`src/rtl/wpc_pkg.sv`:
```
package wpc_pkg;

  // Which condition decided a publish in the current cycle.
  typedef enum logic [1:0] {
    FIRE_NONE  = 2'd0,
    FIRE_COUNT = 2'd1,
    FIRE_TIMER = 2'd2,
    FIRE_BOTH  = 2'd3
  } fire_cause_e;

endpackage

```
`src/rtl/wpc_cfg_stage.sv`:
```
// Registers the programmable codes, saturates them and decodes them into
// ready-to-compare limits so the publish decision path sees flops only.
module wpc_cfg_stage #(
  parameter int THR_CODE_W = 5,
  parameter int TMO_CODE_W = 5,
  parameter int THR_MAX    = 15,
  parameter int TMO_MAX    = 20,
  parameter int THR_RST    = 0,
  parameter int TMO_RST    = 8,
  localparam int CNT_W     = THR_MAX + 1,
  localparam int TICK_W    = TMO_MAX + 1
) (
  input  logic                  clk,
  input  logic                  rst,
  input  logic [THR_CODE_W-1:0] thr_code,
  input  logic [TMO_CODE_W-1:0] tmo_code,
  input  logic                  tmo_en,
  output logic [CNT_W-1:0]      thr_lim,
  output logic [TICK_W-1:0]     tick_last,
  output logic                  en_q
);

  localparam logic [THR_CODE_W-1:0] THR_CAP = THR_CODE_W'(THR_MAX);
  localparam logic [TMO_CODE_W-1:0] TMO_CAP = TMO_CODE_W'(TMO_MAX);
  localparam logic [THR_CODE_W-1:0] THR_DEF = THR_CODE_W'(THR_RST);
  localparam logic [TMO_CODE_W-1:0] TMO_DEF = TMO_CODE_W'(TMO_RST);

  logic [THR_CODE_W-1:0] thr_sat;
  logic [TMO_CODE_W-1:0] tmo_sat;
  logic [CNT_W-1:0]      thr_lim_d;
  logic [TICK_W-1:0]     tick_last_d;

  always_comb begin
    thr_sat     = (thr_code > THR_CAP) ? THR_CAP : thr_code;
    tmo_sat     = (tmo_code > TMO_CAP) ? TMO_CAP : tmo_code;
    thr_lim_d   = CNT_W'(1) << thr_sat;
    tick_last_d = (TICK_W'(1) << tmo_sat) - TICK_W'(1);
  end

  always_ff @(posedge clk) begin
    if (rst) begin
      thr_lim   <= CNT_W'(1) << THR_DEF;
      tick_last <= (TICK_W'(1) << TMO_DEF) - TICK_W'(1);
      en_q      <= 1'b0;
    end else begin
      thr_lim   <= thr_lim_d;
      tick_last <= tick_last_d;
      en_q      <= tmo_en;
    end
  end

endmodule

```
`src/rtl/wpc_pend_counter.sv`:
```
// Counts entries written since the last publish and flags the threshold.
module wpc_pend_counter #(
  parameter int CNT_W = 16
) (
  input  logic             clk,
  input  logic             rst,
  input  logic             strobe,
  input  logic             clear,
  input  logic [CNT_W-1:0] thr_lim,
  output logic             thr_hit,
  output logic             pend_nz
);

  logic [CNT_W-1:0] pend_q;
  logic [CNT_W-1:0] cnt_next;

  // The current strobe is counted before the compare, so it joins this publish.
  assign cnt_next = pend_q + CNT_W'(strobe);
  assign thr_hit  = (cnt_next >= thr_lim);
  assign pend_nz  = |pend_q;

  always_ff @(posedge clk) begin
    if (rst || clear) pend_q <= '0;
    else              pend_q <= cnt_next;
  end

endmodule

```
`src/rtl/wpc_flush_timer.sv`:
```
// Flush window timer: a free-running prescaler of 2^PRE_LOG2 cycles feeding
// a tick counter compared against the decoded exponent limit.
module wpc_flush_timer #(
  parameter int PRE_LOG2 = 10,
  parameter int TICK_W   = 21
) (
  input  logic              clk,
  input  logic              rst,
  input  logic              run,
  input  logic              clear,
  input  logic [TICK_W-1:0] tick_last,
  output logic              expire,
  output logic              idle
);

  logic              presc_wrap;
  logic              presc_zero;
  logic [TICK_W-1:0] ticks_q;

  generate
    if (PRE_LOG2 > 0) begin : g_pre
      logic [PRE_LOG2-1:0] presc_q;
      always_ff @(posedge clk) begin
        if (rst || clear || !run) presc_q <= '0;
        else                      presc_q <= presc_q + PRE_LOG2'(1);
      end
      assign presc_wrap = &presc_q;
      assign presc_zero = (presc_q == '0);
    end else begin : g_nopre
      assign presc_wrap = 1'b1;
      assign presc_zero = 1'b1;
    end
  endgenerate

  always_ff @(posedge clk) begin
    if (rst || clear || !run) ticks_q <= '0;
    else if (presc_wrap)      ticks_q <= ticks_q + TICK_W'(1);
  end

  assign expire = run && presc_wrap && (ticks_q >= tick_last);
  assign idle   = presc_zero && (ticks_q == '0);

endmodule

```
`src/rtl/wptr_publish_coalescer.sv`:
```
// Decides when the producer's write pointer must be published: on reaching
// an entry-count threshold or when a flush window ends with entries pending.
module wptr_publish_coalescer #(
  parameter int PTR_W      = 18,
  parameter int THR_CODE_W = 5,
  parameter int TMO_CODE_W = 5,
  parameter int THR_MAX    = 15,
  parameter int TMO_MAX    = 20,
  parameter int PRE_LOG2   = 10,
  parameter int THR_RST    = 0,
  parameter int TMO_RST    = 8
) (
  input  logic                  clk,
  input  logic                  rst,
  input  logic                  wr_stb,
  input  logic [PTR_W-1:0]      wr_ptr,
  input  logic [THR_CODE_W-1:0] thr_code,
  input  logic [TMO_CODE_W-1:0] tmo_code,
  input  logic                  tmo_en,
  output logic                  pub_valid,
  output logic [PTR_W-1:0]      pub_ptr
);

  import wpc_pkg::*;

  localparam int CNT_W  = THR_MAX + 1;
  localparam int TICK_W = TMO_MAX + 1;

  logic [CNT_W-1:0]  thr_lim;
  logic [TICK_W-1:0] tick_last;
  logic              en_q;
  logic              thr_hit;
  logic              pend_nz;
  logic              tmr_expire;
  logic              tmr_idle;
  logic              fire;
  fire_cause_e       cause;

  wpc_cfg_stage #(
    .THR_CODE_W (THR_CODE_W),
    .TMO_CODE_W (TMO_CODE_W),
    .THR_MAX    (THR_MAX),
    .TMO_MAX    (TMO_MAX),
    .THR_RST    (THR_RST),
    .TMO_RST    (TMO_RST)
  ) u_cfg (
    .clk       (clk),
    .rst       (rst),
    .thr_code  (thr_code),
    .tmo_code  (tmo_code),
    .tmo_en    (tmo_en),
    .thr_lim   (thr_lim),
    .tick_last (tick_last),
    .en_q      (en_q)
  );

  wpc_pend_counter #(
    .CNT_W (CNT_W)
  ) u_cnt (
    .clk     (clk),
    .rst     (rst),
    .strobe  (wr_stb),
    .clear   (fire),
    .thr_lim (thr_lim),
    .thr_hit (thr_hit),
    .pend_nz (pend_nz)
  );

  wpc_flush_timer #(
    .PRE_LOG2 (PRE_LOG2),
    .TICK_W   (TICK_W)
  ) u_tmr (
    .clk       (clk),
    .rst       (rst),
    .run       (pend_nz && en_q),
    .clear     (fire),
    .tick_last (tick_last),
    .expire    (tmr_expire),
    .idle      (tmr_idle)
  );

  // Both causes merge into one decision, so a coincidence gives one pulse.
  assign cause = fire_cause_e'({tmr_expire, thr_hit});
  assign fire  = (cause != FIRE_NONE);

  always_ff @(posedge clk) begin
    if (rst) begin
      pub_valid <= 1'b0;
      pub_ptr   <= '0;
    end else begin
      pub_valid <= fire;
      if (fire) pub_ptr <= wr_ptr;
    end
  end

endmodule

```
`config.mk`:
```
export PLATFORM = sky130hd
export DESIGN_NAME = wptr_publish_coalescer
export DESIGN_NICKNAME = d
export VERILOG_FILES = /design/src/rtl/wpc_pkg.sv /design/src/rtl/wpc_cfg_stage.sv /design/src/rtl/wpc_pend_counter.sv /design/src/rtl/wpc_flush_timer.sv /design/src/rtl/wptr_publish_coalescer.sv
export SDC_FILE = /design/constraint.sdc
export NUM_CORES = 1
export LEC_CHECK = 0
export ABC_CLOCK_PERIOD_IN_PS = 3700
export BUFFER_PORTS_ARGS = -buffer_cell sky130_fd_sc_hd__buf_2
export CORE_ASPECT_RATIO = 2
export CORE_MARGIN = 1
export CORE_UTILIZATION = 25
export DETAILED_ROUTE_END_ITERATION = 16
export PLACE_DENSITY_LB_ADDON = 0.2
export SLEW_MARGIN = 20
export SYNTH_ARGS = -nofsm -noshare
export SYNTH_HDL_FRONTEND = slang
export SYNTH_SLANG_ARGS = --single-unit
```
`constraint.sdc`:
```
create_clock -name clk -period 3.7 [get_ports clk]
set_input_delay 0.74 -clock clk [delete_from_list [all_inputs] [get_ports clk]]
set_output_delay 0.74 -clock clk [all_outputs]
set_load 0.005 [all_outputs]
```
## Word-level counts from Yosys, hierarchy flattened

Cells that the tools add are included.

- Register bits: 104
- Logic and storage cells: 29

- Muxes and demuxes: 2
- Shift operators: 2
- Reductions and logical operators: 9
- Magnitude comparators: 4
- Add/subtract/negate cells: 4

Operators with widths:

| kind | count |
|---|---|
| adder 21 x 1 -> 21 bit (second input constant) | 1 |
| greater-or-equal comparator 21 bit | 1 |
| << shifter 1 x 5 -> 21 bit (first input constant) | 1 |
| subtractor 21 x 2 -> 21 bit (second input constant) | 1 |
| adder 16 x 1 -> 16 bit | 1 |
| greater-or-equal comparator 16 bit | 1 |
| OR reduction 16 bit | 1 |
| << shifter 1 x 5 -> 16 bit (first input constant) | 1 |
| adder 10 x 1 -> 10 bit (second input constant) | 1 |
| 2-to-1 mux 5 bit | 2 |
| AND reduction 10 bit | 1 |
| greater-than comparator 5 x 4 -> 1 bit (second input constant) | 1 |
| greater-than comparator 5 bit (second input constant) | 1 |
| logical AND 1 bit | 3 |
| logical OR 1 bit | 2 |
| nonzero test 2 bit | 1 |
| zero test 1 bit | 1 |

## Logic depth before layout (Yosys ltp)

Gate-level depths: netlist of run 1.

- Depth in word-level cells: 7
- Gate-level depth with buffers: 15

## Modules after synthesis

From an unflattened synthesis of run 1, not the netlist that was laid out.

- Cell total of the unflattened synthesis: 613
- Area, all modules: 5,282.6 µm²

Modules (own cells, without submodules):

| module | area an instance (µm²) | cells an instance | instances |
|---|---|---|---|
| wpc_flush_timer | 1,958.1 | 234 | 1 |
| wpc_cfg_stage | 1,385.1 | 153 | 1 |
| wpc_pend_counter | 1,168.6 | 141 | 1 |
| wptr_publish_coalescer | 770.7 | 85 | 1 |

## Worst setup path after synthesis of run 1

Ideal clock, no wire load.

- Path kind: input port to flip-flop
- Start: input port wr_stb
- End: register u_tmr.ticks_q[1]
- Cell stages on the path: 14
- Data required time: 3.634 ns
- Buffers on the path: 1
- Data arrival time: 3.413 ns
- Library setup time: 0.066 ns
- Setup slack: 0.221 ns
- Cell sequence: ha_1 > ha_1 > and3_1 > and2_1 > nand3_1 > xnor2_1 > ha_1 > a21oi_1 > nand2_1 > a221oi_1 > o221ai_2 > a2111o_2 > buf_6 > a21oi_2

- Cells in the longest elaborated chain, start to end: 5

RTL lines:

| element | RTL line | RTL |
|---|---|---|
| start, declared | wptr_publish_coalescer.sv:15 | `input logic wr_stb,` |
| adder 16 x 1 -> 16 bit | wpc_pend_counter.sv:18 | `assign cnt_next = pend_q + CNT_W'(strobe);` |
| via u_cnt.cnt_next[14] | wpc_pend_counter.sv:15 | `logic [CNT_W-1:0] cnt_next;` |
| greater-or-equal comparator 16 bit | wpc_pend_counter.sv:19 | `assign thr_hit = (cnt_next >= thr_lim);` |
| nonzero test 2 bit | wptr_publish_coalescer.sv:84 | `assign fire = (cause != FIRE_NONE);` |
| logical OR 1 bit (2 in a row) | wpc_flush_timer.sv:36 | `if (rst \|\| clear \|\| !run) ticks_q <= '0;` |
| end signal, assigned | wpc_flush_timer.sv:37 | `else if (presc_wrap) ticks_q <= ticks_q + TICK_W'(1);` |
| end, declared | wpc_flush_timer.sv:18 | `logic [TICK_W-1:0] ticks_q;` |

The timed path passes the listed nets, and every way through them passes these cells.
A chain may end at the register's enable or synchronous reset.

## Worst setup path in the final report of run 1

- Start: input port wr_stb
- End: register u_tmr.ticks_q[14]

The elaborated chain is that of the path after synthesis.

==> run metrics, run 1 <==
Worst EP required=3990 ps; crit path capture type=register; Syn. warnings=0; placed instance count=894; Netlist cell types=46; die area=21,590 um2; max-cap viol count=0; DR vias=4,026; Pre-antenna DRT Iters=4; Mapped Cells=591; DIE WIDTH=104.4 um; initial antenna violation count=0; Tot Pwr=2.455 mW; Yosys reg bits=104; sequence of cells on the critical path=buf_2, ha_1, and4_1, nand3_1, nor2_1, xor2_2, ha_1, and4_1, a221oi_2, o221ai_2, a2111o_2, buf_12, nor2_2; synthesized cell area=5243 um2; Rel. slew slack=0.6219; row cnt=74; Final Cycle Share=0.9095; deepest clock path buffer count=2; reg2reg end=u_tmr.ticks_q[14]$_SDFFE_PP0P_; post-route insts no fill=909; sequential fraction of the synthesis area=0.3971; largest net degree at the start of global routing=48; WS Path Type=in2reg; core footprint=20,460 um2; Final GP Congestion=0.7580; first-pass GRT wire length=19,780 um; Critical Path End=u_tmr.ticks_q[14]$_SDFFE_PP0P_; status=completed; Clock Sinks=104; Antenna diodes=0; antenna viol nets, final=0; Initial Utilization=0.2562; Async S/R FF share, synth=0; worst min path class=reg2reg; Least-Margin Pin Slew=567.2 ps; leakage power=2.512 nW; Setup TNS=0 ps; final hold slack=468.7 ps; Final Max Slew Viols=0; slowest stage delay, CP=480 ps; Synth Flop Type=dfxtp_1; TritonCTS Buffers=9; R2R setup slack=390 ps; crit path DAT=3660 ps; # IOs=51; vias per cell=4.429; Clock transition at path regs=70 ps; Filler cells=2,173; Setup WS pre-CTS=-208.7 ps; GRT Overall Usage=0.1163; Placed Area=5817 um2; Worst Path Max Fanout=30; initial DRC count=75; CP Launch Point=wr_stb; average size of a mapped cell=8.871 um2; number of global-route vias before repair=4,248; Sequential Area=2082 um2; Clock Skew=9.349 ps; CTS tree=built; final worst setup slack=334.8 ps; die height=206.8 um; setup bufs post-CTS=0; post-layout util=0.3005; post-DP HPWL=8890 um; IO Port Bufs=50; number of synthesized flops with an enable pin=0; DRC violations left=0; Final Hold Vio Count=0; share of cells above drive strength 1=0.1851; Worst-Skew Late Latency=350 ps; Period minus WS final=3365 ps; fin nets=713; Max Clock Freq=297.2 MHz; Avg WL per Cell=12.78 um; Routed WL=11,620 um; syn nets=665; RSZ-0062 raised after global routing=no; CP max-delay cell=a2111o_2; cells on worst reg2reg path=12; crit start category=primary input; Area Overhead vs Synth=17.30%; Cell Pwr Density=399.3 nW/um2; H-Tree Depth=3; gr ovfl total=0; RR Startpoint=u_cnt.pend_q[2]$_SDFF_PP0_; Post-Layout Inst Area=6150 um2; setup violators final=0; root buffer cell=clkbuf_16; peak supply drop=0.2275 mV; area of the multi-input gates=2900 um2
-- layout make-up --
| cell class | instances | area share |
|---|---|---|
| multi-input cells | 419 | 0.4716 |
| well taps | 266 | 0.05412 |
| clock buffers | 10 | 0.03723 |
| clock inverters | 5 | 0.01343 |
| repair buffers | 61 | 0.05819 |
| inverters | 44 | 0.02686 |
| flip-flops and latches | 104 | 0.3386 |
-- what timing repair did --
action / 4_1_cts / 5_1_grt
endpoints found under the setup margin: 0 / 50
gates resized for setup: 0 / 3
hold buffers: 0 / 0
-- kinds of logic (layout without fill, tap and decap cells) --
group,Yosys count,in the layout,synth area share
AO/OA/AOI/OAI,62,62,0.07757
XOR/XNOR,42,42,0.07017
adder cells (fa/ha/maj),42,42,0.1002
buffers and inverters,68,120,0.05441
flip-flops,104,104,0.3971
multiplexers,19,19,0.03628
AND/OR/NAND/NOR,254,254,0.2642
-- critical path, delay by kind of cell --
family / cells / cell delay, ps
AO/OA/AOI/OAI: 3 / 920
XOR/XNOR: 1 / 250
adder cells (fa/ha/maj): 2 / 480
buffers and inverters: 2 / 270
AND/OR/NAND/NOR: 5 / 970
-- cells in the final DEF, fill, tap and decap left out, types with 2 or more instances in the layout --
master     count
xnor2_1       19
nor3_1        13
buf_12         2
mux2i_1       19
or3_1          3
a21oi_2        2
a221oi_1       2
inv_1         44
xor2_1        21
buf_4          9
nand4_1        7
nand2_1       44
nor2_2        29
or4_4          3
nand2b_1      47
nor3b_1       15
bufinv_16      2
nor2b_1        4
buf_2         50
a21oi_1       26
and3_2         2
nand3_1       25
o21ai_0       15
ha_1          42
clkinv_4       2
clkbuf_16      9
nor2_1        43
dfxtp_1      104
and4_1         9
and3_1         7
-- cell usage after synthesis (all sizes together) (3+ instances only) --
library cell / count / share of area
ha: 42 / 0.10
inv: 44 / 0.032
nand2b: 47 / 0.056
nor3b: 15 / 0.021
nor2: 72 / 0.065
xnor2: 20 / 0.033
nand3: 25 / 0.024
buf: 5 / 0.0093
or3: 3 / 0.0036
mux2i: 19 / 0.036
and4: 9 / 0.015
clkbuf: 19 / 0.014
nand4: 7 / 0.0084
and3: 9 / 0.011
or4: 4 / 0.0081
nor2b: 4 / 0.0048
a21oi: 28 / 0.027
nor3: 13 / 0.012
dfxtp: 104 / 0.40
xor2: 22 / 0.037
o21ai: 15 / 0.014
nand2: 44 / 0.032
a221oi: 3 / 0.0050
-- where the power goes --
| group | internal, mW | switching (mW) |
|---|---|---|
| Sequential | 1.16 | 0.0175 |
| Clock | 0.591 | 0.416 |
| Combinational | 0.120 | 0.148 |
| Total | 1.87 | 0.582 |
-- worst min-delay path by stage --
stage	slack (ps)	to	from	cells after the start
2_1_floorplan	430	u_tmr.g_pre.presc_q[0]$_SDFF_PP0_	u_tmr.g_pre.presc_q[0]$_SDFF_PP0_	1
3_3_place_gp	440	u_tmr.g_pre.presc_q[0]$_SDFF_PP0_	u_tmr.g_pre.presc_q[0]$_SDFF_PP0_	1
3_5_place_dp	460	u_tmr.g_pre.presc_q[0]$_SDFF_PP0_	u_tmr.g_pre.presc_q[0]$_SDFF_PP0_	1
4_1_cts	480	u_tmr.g_pre.presc_q[0]$_SDFF_PP0_	u_tmr.g_pre.presc_q[0]$_SDFF_PP0_	1
5_1_grt	490	u_tmr.g_pre.presc_q[0]$_SDFF_PP0_	u_tmr.g_pre.presc_q[0]$_SDFF_PP0_	1
6_report	470	u_tmr.g_pre.presc_q[0]$_SDFF_PP0_	u_tmr.g_pre.presc_q[0]$_SDFF_PP0_	1
-- flip-flops by register name (all words and copies together), names as in the netlist --
signal and count:
u_cfg.thr_lim 16, pub_valid 1, pub_ptr 18, u_cfg.tick_last 21, u_cnt.pend_q 16, u_tmr.g_pre.presc_q 10, u_cfg.en_q 1, u_tmr.ticks_q 21
-- routing by layer --
layer  wire (um)  global-route usage
met1        4436              0.1085
met2        6623              0.2375
met3         200             0.01350
met4         358             0.06837
met5           0                   0
No activity file was read; power rests on OpenSTA's default activity.
==> run 2: changes to the inputs <==
--- a/config.mk
+++ b/config.mk
@@ -9,7 +9,7 @@
 export BUFFER_PORTS_ARGS = -buffer_cell sky130_fd_sc_hd__buf_2
 export CORE_ASPECT_RATIO = 2
 export CORE_MARGIN = 1
-export CORE_UTILIZATION = 25
+export CORE_UTILIZATION = 59
 export DETAILED_ROUTE_END_ITERATION = 16
 export PLACE_DENSITY_LB_ADDON = 0.2
 export SLEW_MARGIN = 20
==> run 2 against run 1 <==
Net effect: clock skew fell by 0.78 ps; sequential cell count did not move; critical path depth rose by 2; non-clock buffer count fell by 4; highest routed layer unchanged; cell area fell by 4.5%; power fell by 5.1%; first-iteration DRC count rose by 40%; largest power group unchanged.
==> run metrics, run 2 (synthesis gave the netlist of run 1 again) <==
Filler cells=744 (was 2,173); post-DP HPWL=7861 um (was 8890 um); gr ovfl total=0 (unchanged); Antenna diodes=0 (unchanged); setup violators final=0 (unchanged); Clock Sinks=104 (unchanged); Clock Skew=8.568 ps (was 9.349 ps); Pre-antenna DRT Iters=4 (unchanged); CP Launch Point=wr_stb (unchanged); top flop regs=u_cfg.tick_last x21, u_tmr.ticks_q x21, pub_ptr x18 (unchanged); # IOs=51 (unchanged); die height=135.3 um (was 206.8 um); share of cells above drive strength 1=0.1781 (was 0.1851); Sequential Area=2082 um2 (unchanged); Routed WL=10,360 um (was 11,620 um); root buffer cell=clkbuf_16 (unchanged); leakage power=2.476 nW (was 2.512 nW); crit start category=primary input (unchanged); cells on worst reg2reg path=14 (was 12); core footprint=8648 um2 (was 20,460 um2); DR vias=4,035 (was 4,026); vias per cell=5.453 (was 4.429); antenna viol nets, final=0 (unchanged); Max Clock Freq=281.2 MHz (was 297.2 MHz); commonest cells after routing, fill and taps aside=dfxtp_1, buf_2, nand2b_1 (unchanged); H-Tree Depth=3 (unchanged); number of global-route vias before repair=4,060 (was 4,248); Worst-Skew Late Latency=340 ps (was 350 ps); R2R setup slack=270 ps (was 390 ps); peak supply drop=0.3600 mV (was 0.2275 mV); die area=9290 um2 (was 21,590 um2); Cell Pwr Density=396.7 nW/um2 (was 399.3 nW/um2); initial antenna violation count=0 (unchanged); Top cell by count, worst path=ha_1; RR Startpoint=u_cnt.pend_q[0]$_SDFF_PP0_ (was u_cnt.pend_q[2]$_SDFF_PP0_); WS Path Type=in2reg (unchanged); Initial Utilization=0.6062 (was 0.2562); row cnt=48 (was 74); Setup TNS=0 ps (unchanged); Hold Buf Count CTS=0 (unchanged); DIE WIDTH=68.66 um (was 104.4 um); Period minus WS final=3556 ps (was 3365 ps); status=completed (unchanged); CP max-delay cell=a221oi_2 (was a2111o_2); CP top delay family=simple AND/OR/NAND/NOR gates (unchanged); Worst EP required=3960 ps (was 3990 ps); WP buf/inv=3 (was 2); crit path DAT=3820 ps (was 3660 ps); Final Hold Vio Count=0 (unchanged); area of the multi-input gates=2885 um2 (was 2900 um2); Avg WL per Cell=14.00 um (was 12.78 um); Final Cycle Share=0.9611 (was 0.9095); final hold slack=468.6 ps (was 468.7 ps); WP depth=15 (was 13); Final GP Congestion=0.9017 (was 0.7580); TritonCTS Buffers=9 (unchanged); Area Overhead vs Synth=11.98% (was 17.30%); deepest clock path buffer count=2 (unchanged); max-cap viol count=0 (unchanged); slowest stage delay, CP=330 ps (was 480 ps); DRC violations left=0 (unchanged); initial DRC count=105 (was 75); worst min path class=reg2reg (unchanged); IO Port Bufs=50 (unchanged); Final Max Slew Viols=0 (unchanged); Worst Path Max Fanout=19 (was 30); Clock transition at path regs=60 ps (was 70 ps); post-layout util=0.6788 (was 0.3005); first-pass GRT wire length=17,330 um (was 19,780 um); crit path capture type=register (unchanged); most common cell after layout, fill and taps aside=dfxtp_1 (unchanged); largest net degree at the start of global routing=56 (was 48); Critical Path End=pub_ptr[16]$_SDFFE_PP0P_ (was u_tmr.ticks_q[14]$_SDFFE_PP0P_); Least-Margin Pin Slew=697.1 ps (was 567.2 ps); fin nets=709 (was 713); reg2reg end=pub_ptr[16]$_SDFFE_PP0P_ (was u_tmr.ticks_q[14]$_SDFFE_PP0P_); Rel. slew slack=0.5353 (was 0.6219); CTS tree=built (unchanged); GRT Overall Usage=0.2482 (was 0.1163); sequence of cells on the critical path=buf_2, ha_1, ha_1, and3_1, and2_1, nand3_1, xnor2_1, ha_1, and4_1, a221oi_2, o221ai_2, buf_4, a21oi_2, buf_12, mux2i_1 (was buf_2, ha_1, and4_1, nand3_1, nor2_1, xor2_2, ha_1, and4_1, a221oi_2, o221ai_2, a2111o_2, buf_12, nor2_2)
[run 2: changes by cell type in the layout (fill, tap and decap cells not counted), moves of 2 or more]
cell and change:
buf_4 -4, clkbuf_8 +3, bufinv_16 -2, clkinv_2 +2, clkinv_4 -2
[run 2: stage by stage]
step           std cells  worst slack (ps)  cell area [um2]  power, mW
3_3_place_gp         724             8.603             5579      1.460
5_1_grt              740           -0.6506             5871      2.425
2_1_floorplan        591             220.6             5243      1.375
3_5_place_dp         724            -181.8             5579      1.468
6_report             740             143.9             5871      2.329
4_1_cts              740             168.5             5864      2.355
[run 2: area by class of cell]
cell class              instances  area share
clock inverters                 3    0.002558
repair buffers                 57     0.05584
well taps                     100     0.02131
multi-input cells             419      0.4915
inverters                      44     0.02813
clock buffers                  13     0.04604
flip-flops and latches        104      0.3546
[run 2: what timing repair did]
| item | 4_1_cts | 5_1_grt |
|---|---|---|
| endpoints found under the setup margin | 0 | 40 |
| buffers inserted | 0 | 0 |
| resized for setup | 0 | 1 |
[run 2: how the worst min path moves through the flow]
stage	start	endpoint	slack (ps)	depth (start not counted)
final	u_tmr.g_pre.presc_q[0]$_SDFF_PP0_	u_tmr.g_pre.presc_q[0]$_SDFF_PP0_	470	1
after global routing	u_tmr.g_pre.presc_q[0]$_SDFF_PP0_	u_tmr.g_pre.presc_q[0]$_SDFF_PP0_	490	1
after CTS	u_tmr.g_pre.presc_q[0]$_SDFF_PP0_	u_tmr.g_pre.presc_q[0]$_SDFF_PP0_	470	1
after detailed placement	u_tmr.g_pre.presc_q[0]$_SDFF_PP0_	u_tmr.g_pre.presc_q[0]$_SDFF_PP0_	460	1
after global placement	u_tmr.g_pre.presc_q[0]$_SDFF_PP0_	u_tmr.g_pre.presc_q[0]$_SDFF_PP0_	440	1
after floorplan	u_tmr.g_pre.presc_q[0]$_SDFF_PP0_	u_tmr.g_pre.presc_q[0]$_SDFF_PP0_	430	1
[run 2: per-layer routing]
| metal | track usage | part of all wire | vias up |
|---|---|---|---|
| met5 | 0 | 0 | - |
| met4 | 0.1285 | 0.032 | 0 |
| met3 | 0.03620 | 0.020 | 25 |
| met2 | 0.4760 | 0.58 | 63 |
| met1 | 0.2359 | 0.36 | 1881 |
| li1 | - | - | 2066 |
[run 2: where the power goes]
group,switching [mW],leakage (nW),internal [mW]
combinational,0.142,1.48,0.119
clock,0.379,0.145,0.508
sequential,0.0180,0.847,1.16
total,0.539,2.48,1.79
